==> config.mk <==
export PLATFORM = sky130hd
export DESIGN_NAME = stack_expr_engine
export DESIGN_NICKNAME = d
export VERILOG_FILES = /design/src/rtl/sx_pkg.sv /design/src/rtl/sx_alu.sv /design/src/rtl/sx_stack.sv /design/src/rtl/stack_expr_engine.sv
export SDC_FILE = /design/constraint.sdc
export NUM_CORES = 1
export LEC_CHECK = 0
export BUFFER_PORTS_ARGS = -buffer_cell sky130_fd_sc_hd__buf_2
export CAP_MARGIN = 20
export CORE_MARGIN = 2
export CORE_UTILIZATION = 50
export CTS_CLUSTER_DIAMETER = 150
export DETAILED_ROUTE_END_ITERATION = 8
export PLACE_DENSITY = 0.7
export SETUP_SLACK_MARGIN = 0.15
export SLEW_MARGIN = 20
export SYNTH_ARGS = -nofsm -noshare
export SYNTH_HDL_FRONTEND = slang
export SYNTH_SLANG_ARGS = --single-unit
export TNS_END_PERCENT = 30
==> constraint.sdc <==
create_clock -name clk -period 11.6 [get_ports clk]
set_input_delay 2.32 -clock clk [delete_from_list [all_inputs] [get_ports clk]]
set_output_delay 2.32 -clock clk [all_outputs]
set_load 0.005 [all_outputs]
==> src/rtl/sx_pkg.sv <==
package sx_pkg;
  localparam int OP_W = 3;

  typedef enum logic [OP_W-1:0] {
    OP_HALT = 3'd0,
    OP_LOAD = 3'd1,
    OP_STORE = 3'd2,
    OP_ADD = 3'd3,
    OP_MUL = 3'd4
  } sx_op_e;

  typedef enum logic [1:0] {
    ST_RUN,
    ST_ADDR,
    ST_CAPT,
    ST_IDLE
  } sx_state_e;
endpackage

==> src/rtl/sx_alu.sv <==
module sx_alu #(
  parameter int W = 16
) (
  input  logic [W-1:0] a,
  input  logic [W-1:0] b,
  input  logic         sel_mul,
  output logic [W-1:0] y
);
  logic [2*W-1:0] prod;
  logic [W-1:0]   sum;

  always_comb begin
    prod = a * b;
    sum  = a + b;
    y    = sel_mul ? prod[W-1:0] : sum;
  end
endmodule

==> src/rtl/sx_stack.sv <==
module sx_stack #(
  parameter int W     = 16,
  parameter int DEPTH = 8
) (
  input  logic                       clk,
  input  logic                       rst,
  input  logic                       push_en,
  input  logic [W-1:0]               push_data,
  input  logic                       pop_en,
  input  logic                       fold_en,
  input  logic [W-1:0]               fold_data,
  output logic [W-1:0]               top,
  output logic [W-1:0]               below,
  output logic [$clog2(DEPTH+1)-1:0] depth,
  output logic                       full,
  output logic                       empty,
  output logic                       two
);
  localparam int SPW = $clog2(DEPTH + 1);
  localparam int IW  = (DEPTH > 1) ? $clog2(DEPTH) : 1;

  logic [W-1:0]   mem [DEPTH];
  logic [SPW-1:0] sp;
  logic [SPW-1:0] sp_m1;
  logic [SPW-1:0] sp_m2;

  assign sp_m1 = sp - SPW'(1);
  assign sp_m2 = sp - SPW'(2);
  assign top   = mem[sp_m1[IW-1:0]];
  assign below = mem[sp_m2[IW-1:0]];
  assign depth = sp;
  assign full  = (sp == SPW'(DEPTH));
  assign empty = (sp == '0);
  assign two   = (sp >= SPW'(2));

  // Storage has no reset so that it can map to distributed or block RAM.
  always_ff @(posedge clk) begin
    if (push_en) mem[sp[IW-1:0]] <= push_data;
    else if (fold_en) mem[sp_m2[IW-1:0]] <= fold_data;
  end

  always_ff @(posedge clk) begin
    if (rst) sp <= '0;
    else if (push_en) sp <= sp + SPW'(1);
    else if (pop_en || fold_en) sp <= sp_m1;
  end

  p_depth_bound_r8: assert property (@(posedge clk) disable iff (rst)
    depth <= SPW'(DEPTH));

  p_no_push_full_r8: assert property (@(posedge clk) disable iff (rst)
    push_en |-> !full);

  p_depth_step_r6: assert property (@(posedge clk) disable iff (rst)
    (depth == $past(depth)) || (depth == $past(depth) + SPW'(1)) ||
    (depth + SPW'(1) == $past(depth)));
endmodule

==> src/rtl/stack_expr_engine.sv <==
module stack_expr_engine #(
  parameter int W     = 16,
  parameter int AW    = 8,
  parameter int PC_W  = 5,
  parameter int DEPTH = 8
) (
  input  logic                      clk,
  input  logic                      rst,
  output logic [PC_W-1:0]           pc_o,
  input  logic [sx_pkg::OP_W+AW-1:0] instr_i,
  output logic [AW-1:0]             mem_addr_o,
  output logic [W-1:0]              mem_wdata_o,
  output logic                      mem_we_o,
  input  logic [W-1:0]              mem_rdata_i,
  output logic                      done_o,
  output logic                      overflow_o,
  output logic                      underflow_o
);
  import sx_pkg::*;

  localparam int SPW = $clog2(DEPTH + 1);

  sx_state_e      state;
  sx_op_e         op;
  logic [AW-1:0]  arg;
  logic [W-1:0]   top, below, alu_y;
  logic [SPW-1:0] depth;
  logic           full, empty, two;
  logic           push_en, pop_en, fold_en, is_bin;

  assign op     = sx_op_e'(instr_i[OP_W+AW-1:AW]);
  assign arg    = instr_i[AW-1:0];
  assign is_bin = (op == OP_ADD) || (op == OP_MUL);

  assign push_en = (state == ST_CAPT);
  assign pop_en  = (state == ST_RUN) && (op == OP_STORE) && !empty;
  assign fold_en = (state == ST_RUN) && is_bin && two;

  sx_stack #(.W(W), .DEPTH(DEPTH)) u_stack (
    .clk(clk), .rst(rst),
    .push_en(push_en), .push_data(mem_rdata_i),
    .pop_en(pop_en), .fold_en(fold_en), .fold_data(alu_y),
    .top(top), .below(below), .depth(depth),
    .full(full), .empty(empty), .two(two)
  );

  sx_alu #(.W(W)) u_alu (
    .a(below), .b(top), .sel_mul(op == OP_MUL), .y(alu_y)
  );

  always_ff @(posedge clk) begin
    if (rst) begin
      state       <= ST_RUN;
      pc_o        <= '0;
      mem_addr_o  <= '0;
      mem_wdata_o <= '0;
      mem_we_o    <= 1'b0;
      done_o      <= 1'b0;
      overflow_o  <= 1'b0;
      underflow_o <= 1'b0;
    end else begin
      mem_we_o <= 1'b0;
      unique case (state)
        ST_RUN: begin
          case (op)
            OP_HALT: begin
              done_o <= 1'b1;
              state  <= ST_IDLE;
            end
            OP_LOAD: begin
              if (full) begin
                overflow_o <= 1'b1;
                pc_o       <= pc_o + PC_W'(1);
              end else begin
                mem_addr_o <= arg;
                state      <= ST_ADDR;
              end
            end
            OP_STORE: begin
              if (empty) underflow_o <= 1'b1;
              else begin
                mem_addr_o  <= arg;
                mem_wdata_o <= top;
                mem_we_o    <= 1'b1;
              end
              pc_o <= pc_o + PC_W'(1);
            end
            OP_ADD, OP_MUL: begin
              if (!two) underflow_o <= 1'b1;
              pc_o <= pc_o + PC_W'(1);
            end
            default: pc_o <= pc_o + PC_W'(1);
          endcase
        end
        ST_ADDR: state <= ST_CAPT;
        ST_CAPT: begin
          pc_o  <= pc_o + PC_W'(1);
          state <= ST_RUN;
        end
        default: state <= ST_IDLE;
      endcase
    end
  end

  p_reset_clears_r1: assert property (@(posedge clk)
    rst |=> (pc_o == '0 && !mem_we_o && !done_o && !overflow_o && !underflow_o));

  p_halt_freezes_r9: assert property (@(posedge clk) disable iff (rst)
    done_o |=> (done_o && !mem_we_o && $stable(pc_o)));

  p_unf_sticky_r7: assert property (@(posedge clk) disable iff (rst)
    underflow_o |=> underflow_o);

  p_ovf_sticky_r8: assert property (@(posedge clk) disable iff (rst)
    overflow_o |=> overflow_o);

  p_store_pops_r3: assert property (@(posedge clk) disable iff (rst)
    mem_we_o |-> ($past(depth) == depth + SPW'(1)));
endmodule

==> flow_metrics.tcl, run 1 <==
set metrics [dict create \
    synth_enable_flop_cells 128 \
    ys.flop_type "edfxtp_1" \
    combinational_family_with_the_most_area_after_synthesis "adder cells" \
    maxSlewHeadroom 0.2934 \
    clkSinkCount 167 \
    reg2reg_slack_ns 2.38 \
    synth.distinct_cells 56 \
    count_of_mapped_cells_out_of_synthesis 1086 \
    finalHoldViolCount 0 \
    post-cts-setup-buffers 0 \
    number_of_pins_exceeding_their_max_slew_limit_in_the_final_report 0 \
    cts_inserted_buffers 17 \
    die_x_um 162.2 \
    n_antenna_cell 0 \
    io_pins 62 \
    area_growth_syn_to_layout_pct 9.864 \
    synth-warning-count 0 \
    placement_rows 57 \
    timing.final.setup_violations 0 \
    xor_xnor_share_of_the_synthesized_area 0.04362 \
    first_pass_iters 5 \
    detail_route.wl_per_cell_um 20.75 \
    timing.critical_path.slowest_stage_cell "ha_2" \
    rr_worst_depth 26 \
    initial_drt_markers 701 \
    via_per_inst 5.745 \
    synth_seq_cells 167 \
    drive_above_1_share 0.1734 \
    place.detailed.hpwl_mm 22.73 \
    whs_endpoint "underflow_o$_SDFFE_PP0P_" \
    synth_nets 1271 \
    cts_tree "built" \
    clock_insertion_delay_worst_skew_ns 0.44 \
    multi_input_comb_area_um2 7036 \
    final.setup.tns_ns 0 \
    clock_tree.htree_level_count 4 \
    cp.arrival_ns 9.38 \
    synthesis.area_um2 12510 \
    critical_path.startpoint_type "flop" \
    route.vias.total 8520 \
    clock_skew_ns 0.01467 \
    effective_utilization_at_floorplan 0.5113 \
    core_um2 24460 \
    final_antenna_net_count 0 \
    rsz0062_at_grt "no" \
    post_cts_resize_count 0 \
    timing.critical_path.required_ns 11.76 \
    crit-reg2reg-launch "u_stack.depth[1]$_SDFFE_PP0P_" \
    post_synth_and_or_nand_nor_area_fraction 0.09754 \
    syn_avg_cell_area_um2 11.52 \
    ys_seq_area_frac 0.3697 \
    globalRouteTotalUtil 0.2447 \
    finalCritPeriodShare 0.7949 \
    clock_path_buffers 2 \
    crit_fanout 45 \
    grt_pass1_wl_mm 48.39 \
    antenna_violations_before_repair 0 \
    fp.dieArea_um2 26300 \
    worstSetupEndpointType "flop" \
    grt_max_degree 46 \
    detail_route.wirelength_mm 30.77 \
    tightest_slew_ns 1.049 \
    final-seq-area_um2 4629 \
    min_from "underflow_o$_SDFFE_PP0P_" \
    vert_die_dim_um 162.2 \
    status "finished, final reports clean" \
    cts-root-buf "clkbuf_16" \
    grt_overflow_total 0 \
    cts_hold_buffers 0 \
    regToRegEndpoint "u_stack.mem[1][15]$_DFFE_PP_" \
    min-delay-path-class "reg -> reg" \
    synthMuxAreaShare 0.1630 \
    fraction_of_registers_with_async_set_reset 0 \
    critPathKind "reg -> reg" \
    max_stage_delay_ns 0.84 \
    post_synthesis_share_of_cell_area_spent_on_full_adders_half_adders_and_majority_gates 0.2041 \
    design.final.nets 1331 \
    place.gp.congestion 0.9184 \
    vias_in_the_first_global_route 8809 \
    timing.fmax_mhz 108.5 \
    finalCriticalPeriod_ns 9.220 \
    hold_depth 2 \
    num-fill-cells 1967 \
    portBuffers 61 \
    post_synthesis_compound_gate_area_fraction 0.05372 \
    clock_pin_slew_reported_for_the_worst_setup_and_hold_paths_after_clock_tree_synthesis_ns 0.07 \
    cap_violations 0 \
    drc 0 \
]
[routing by layer]
metal / routed length (um) / up-vias / part of all wire / track usage
met3: 1883 / 59 / 0.061 / 0.03754
met4: 992 / 0 / 0.032 / 0.09493
met1: 12820 / 4307 / 0.42 / 0.3226
met2: 15080 / 302 / 0.49 / 0.4108
met5: 0 / - / 0 / 0
li1: - / 3852 / - / -
[sequential cells by signal, summed over array words and instances, names as in the netlist]
signal,cells
overflow_o,1
mem_wdata_o,16
done_o,1
pc_o,5
underflow_o,1
mem_addr_o,8
u_stack.mem,128
mem_we_o,1
state,2
u_stack.depth,4
[per-stage QoR]
step,hold WS [ns],area [um2],setup WS (ns),std cells,util
finish,0.4810,13740,2.380,1483,0.5617
floorplan,0.4605,12510,3.403,1086,-
global placement,0.4529,13120,2.651,1451,0.5361
global route,0.5030,13740,1.901,1483,0.5617
detailed placement,0.4591,13120,2.508,1451,0.5361
CTS,0.4776,13740,2.374,1483,0.5617
[critical path: cells and delay by family, from the launching register on]
| kind | cells | cell delay (ns) |
|---|---|---|
| multiplexers | 2 | 1.29 |
| buffers and inverters | 6 | 1.22 |
| adder cells (fa/ha/maj) | 7 | 3.79 |
| flip-flops | 1 | 0.31 |
| AND/OR/NAND/NOR | 1 | 0.25 |
| XOR/XNOR | 8 | 1.45 |
| AO/OA/AOI/OAI | 2 | 0.61 |
[how the worst max path moves through the flow]
stage                              endpoint                     startpoint  slack, ns
6_report       u_stack.mem[1][15]$_DFFE_PP_  u_stack.depth[1]$_SDFFE_PP0P_       2.38
5_1_grt        u_stack.mem[3][15]$_DFFE_PP_  u_stack.depth[1]$_SDFFE_PP0P_       1.90
4_1_cts        u_stack.mem[1][15]$_DFFE_PP_  u_stack.depth[1]$_SDFFE_PP0P_       2.37
3_5_place_dp   u_stack.mem[1][15]$_DFFE_PP_  u_stack.depth[1]$_SDFFE_PP0P_       2.51
3_3_place_gp   u_stack.mem[6][15]$_DFFE_PP_  u_stack.depth[1]$_SDFFE_PP0P_       2.65
2_1_floorplan  u_stack.mem[0][15]$_DFFE_PP_  u_stack.depth[1]$_SDFFE_PP0P_       3.40
[synth_stat cells (3+ instances only)]
cell      instances  area share
o21ai_0          18      0.0072
mux4_1           16       0.034
mux2i_1          22       0.018
nand3_1           5      0.0020
a21oi_1          38       0.015
nand2_1          99       0.030
nor2_1          145       0.044
buf_6             7      0.0063
nor2b_1           7      0.0035
clkbuf_1         21      0.0063
buf_4             3      0.0018
mux2_2            4      0.0036
mux2_4            3      0.0036
inv_2             7      0.0021
a31oi_1          13      0.0065
xnor2_1          43       0.030
a21o_1            5      0.0030
edfxtp_1        128        0.31
and2_1            4      0.0020
o21bai_1          3      0.0018
buf_2             5      0.0020
nor3_1           13      0.0052
and3_1            3      0.0015
nand2b_1          3      0.0015
dfxtp_1          39       0.062
or2_2             3      0.0015
ha_1             76       0.076
mux2i_2           5      0.0055
inv_1           148       0.044
a211oi_1         19       0.011
fa_1             80        0.13
mux2i_4           7       0.013
buf_12            3      0.0048
xor2_1           13      0.0091
mux4_2           48       0.086
[logic make-up after synthesis]
family / Yosys count
XOR/XNOR: 59
adder cells (fa/ha/maj): 156
AO/OA/AOI/OAI: 110
multiplexers: 105
flip-flops: 167
AND/OR/NAND/NOR: 293
buffers and inverters: 196
[cells in the final DEF (no fill, tap or decap), types with 21 or more instances in the layout]
cell type,instances
fa_1,80
mux4_2,48
edfxtp_1,128
ha_1,75
inv_1,148
buf_2,61
mux2i_1,22
dfxtp_1,37
nand2_1,99
xnor2_1,43
buf_4,21
a21oi_1,38
nor2_1,145
[cell type report]
type / count / share of cell area
clock inverter: 15 / 0.01457
tap: 324 / 0.02950
multi-input combinational: 723 / 0.5120
inverter: 155 / 0.04234
sequential: 167 / 0.3369
timing repair buffer: 82 / 0.03369
clock buffer: 17 / 0.03096
Power of run 1 is not shown: default switching activity piles up to over one toggle a cycle in this logic, so the estimate is an artifact.
==> inputs of run 2 (changes only) <==
==> constraint.sdc (replaced) <==
create_clock -name clk -period 8.86 [get_ports clk]
set_input_delay 1.772 -clock clk [delete_from_list [all_inputs] [get_ports clk]]
set_output_delay 1.772 -clock clk [all_outputs]
set_load 0.005 [all_outputs]
==> run 2 against run 1 <==
Setup slack worse by 1.5 ns. Largest cell class unchanged. Sequential cell count did not move. Via count is 0.11% higher. Non-clock buffer count up 7. Final area barely moved. First-iteration DRC count fell by 7.8%. Register-to-register slack lost 1.5 ns. Sequential share of layout area about the same.
==> flow_metrics.tcl, run 2 (synthesis results as in run 1) <==
set metrics [dict create \
    critPathKind "reg -> reg" \
    timing.critical_path.max_delay_family "adder cells" \
    critical_path.startpoint_type "flop" \
    placed_area_um2 13170 \
    placement_rows 57 \
    fp.dieArea_um2 26300 \
    post_cts_resize_count 0 \
    clock_tree.htree_level_count 4 \
    clock_path_buffers 2 \
    clock_pin_slew_reported_for_the_worst_setup_and_hold_paths_after_clock_tree_synthesis_ns 0.07 \
    cts_hold_buffers 0 \
    post-cts-setup-buffers 0 \
    layout_common_cells "inv_1, nor2_1, edfxtp_1" \
    finalCritPeriodShare 0.8974 \
    portBuffers 61 \
    cap_violations 0 \
    grt_overflow_total 0 \
    min-delay-path-class "reg -> reg" \
    tightest_slew_ns 1.035 \
    timing.critical_path.to "u_stack.mem[6][15]$_DFFE_PP_" \
    cp.arrival_ns 8.11 \
    die_x_um 162.2 \
    number_of_flip_flops_under_the_largest_register_name 128 \
    layout.cells.most_common "inv_1" \
    antenna_violations_before_repair 0 \
    timing.critical_path.slowest_stage_cell "ha_2" \
    max_stage_delay_ns 0.77 \
    n_antenna_cell 0 \
    core_um2 24460 \
    first_pass_iters 6 \
    clock_insertion_delay_worst_skew_ns 0.44 \
    detail_route.wirelength_mm 31.59 \
    final_design_area_no_fill_um2 13730 \
    timing.fmax_mhz 125.8 \
    timing.critical_path.required_ns 9.01 \
    final_antenna_net_count 0 \
    grt_pass1_wl_mm 49.53 \
    maxUsedRoutingLayer "met4" \
    clock_skew_ns 0.02029 \
    place.detailed.hpwl_mm 23.33 \
    vias_in_the_first_global_route 8949 \
    initial_drt_markers 646 \
    grt_max_degree 45 \
    dp.cells 1458 \
    critical_path.startpoint "u_stack.depth[1]$_SDFFE_PP0P_" \
    design.final.nets 1338 \
    layout.cells.non_filler 1490 \
    clkSinkCount 167 \
    number_of_pins_exceeding_their_max_slew_limit_in_the_final_report 0 \
    hold_depth 2 \
    rsz0062_at_grt "no" \
    status "finished, final reports clean" \
    final.setup.tns_ns 0 \
    drive_above_1_share 0.1775 \
    drc 0 \
    globalRouteTotalUtil 0.2516 \
    finalCriticalPeriod_ns 7.951 \
    place.gp.congestion 0.9466 \
    detail_route.wl_per_cell_um 21.20 \
    timing.critical_path.buf_inv 6 \
    maxSlewHeadroom 0.3076 \
    met2_wirelength_mm 15.71 \
    num-fill-cells 2025 \
    crit_fanout 19 \
    route.vias.total 8529 \
    io_pins 62 \
    reg2reg_slack_ns 0.91 \
    path_depth 26 \
    cts_inserted_buffers 17 \
    met3_length_mm 1.918 \
    regToRegEndpoint "u_stack.mem[6][15]$_DFFE_PP_" \
    finalHoldViolCount 0 \
    crit-reg2reg-launch "u_stack.depth[1]$_SDFFE_PP0P_" \
    vert_die_dim_um 162.2 \
    via_per_inst 5.724 \
    routedLengthMet1_mm 13.02 \
    cts_tree "built" \
    timing.final.setup_violations 0 \
    rr_worst_depth 26 \
    area_growth_syn_to_layout_pct 9.794 \
    worstSetupEndpointType "flop" \
    effective_utilization_at_floorplan 0.5113 \
    cts-root-buf "clkbuf_16" \
]
==> run 2: cell count changes in the layout (fill, tap and decap cells not counted), sizes merged <==
cell,previous run,this run
clkinv,4,5
bufinv,2,1
buf,82,89
inv,163,162
clkinvlp,1,2
==> run 2: how the worst min path moves through the flow <==
| stage | slack [ns] | endpoint | startpoint |
|---|---|---|---|
| 5_1_grt | 0.51 | mem_addr_o[1]$_SDFFE_PP0P_ | mem_addr_o[1]$_SDFFE_PP0P_ |
| 4_1_cts | 0.48 | overflow_o$_SDFFE_PP0P_ | overflow_o$_SDFFE_PP0P_ |
| 3_5_place_dp | 0.46 | overflow_o$_SDFFE_PP0P_ | overflow_o$_SDFFE_PP0P_ |
| 2_1_floorplan | 0.46 | done_o$_SDFFE_PP0P_ | done_o$_SDFFE_PP0P_ |
| 3_3_place_gp | 0.45 | done_o$_SDFFE_PP0P_ | done_o$_SDFFE_PP0P_ |
| 6_report | 0.47 | overflow_o$_SDFFE_PP0P_ | overflow_o$_SDFFE_PP0P_ |
==> run 2: worst min-delay path: cells and delay by family (launching register included) <==
family             cells  cell delay (ns)
DFF                    1             0.33
and+or+nand+nor        1             0.07
AOI/OAI and AO/OA      1             0.04
==> run 2: per-layer routing <==
| metal | GRT usage | up-vias |
|---|---|---|
| met1 | 0.3267 | 4269 |
| met4 | 0.09372 | 0 |
| met5 | 0 | - |
| met3 | 0.04392 | 54 |
| li1 | - | 3868 |
| met2 | 0.4257 | 338 |
==> run 2: area by class of cell <==
cell class / instances / area (um2) / area share
inverters: 155 / 581.8 / 0.04237
multi-input cells: 723 / 7036 / 0.5123
flip-flops and latches: 167 / 4629 / 0.3371
well taps: 324 / 405.4 / 0.02952
repair buffers: 89 / 515.5 / 0.03754
clock inverters: 15 / 138.9 / 0.01011
clock buffers: 17 / 425.4 / 0.03098
==> run 2: stage by stage <==
stage | utilization | setup WS [ns] | hold WS (ns)
after floorplan | - | 0.6626 | 0.4605
after global placement | 0.5383 | 1.131 | 0.4477
after detailed placement | 0.5383 | 0.9609 | 0.4614
after CTS | 0.5614 | 0.8700 | 0.4769
after global routing | 0.5614 | 0.4414 | 0.5105
final | 0.5614 | 0.9089 | 0.4693
Power of run 2 is left out for the same reason.
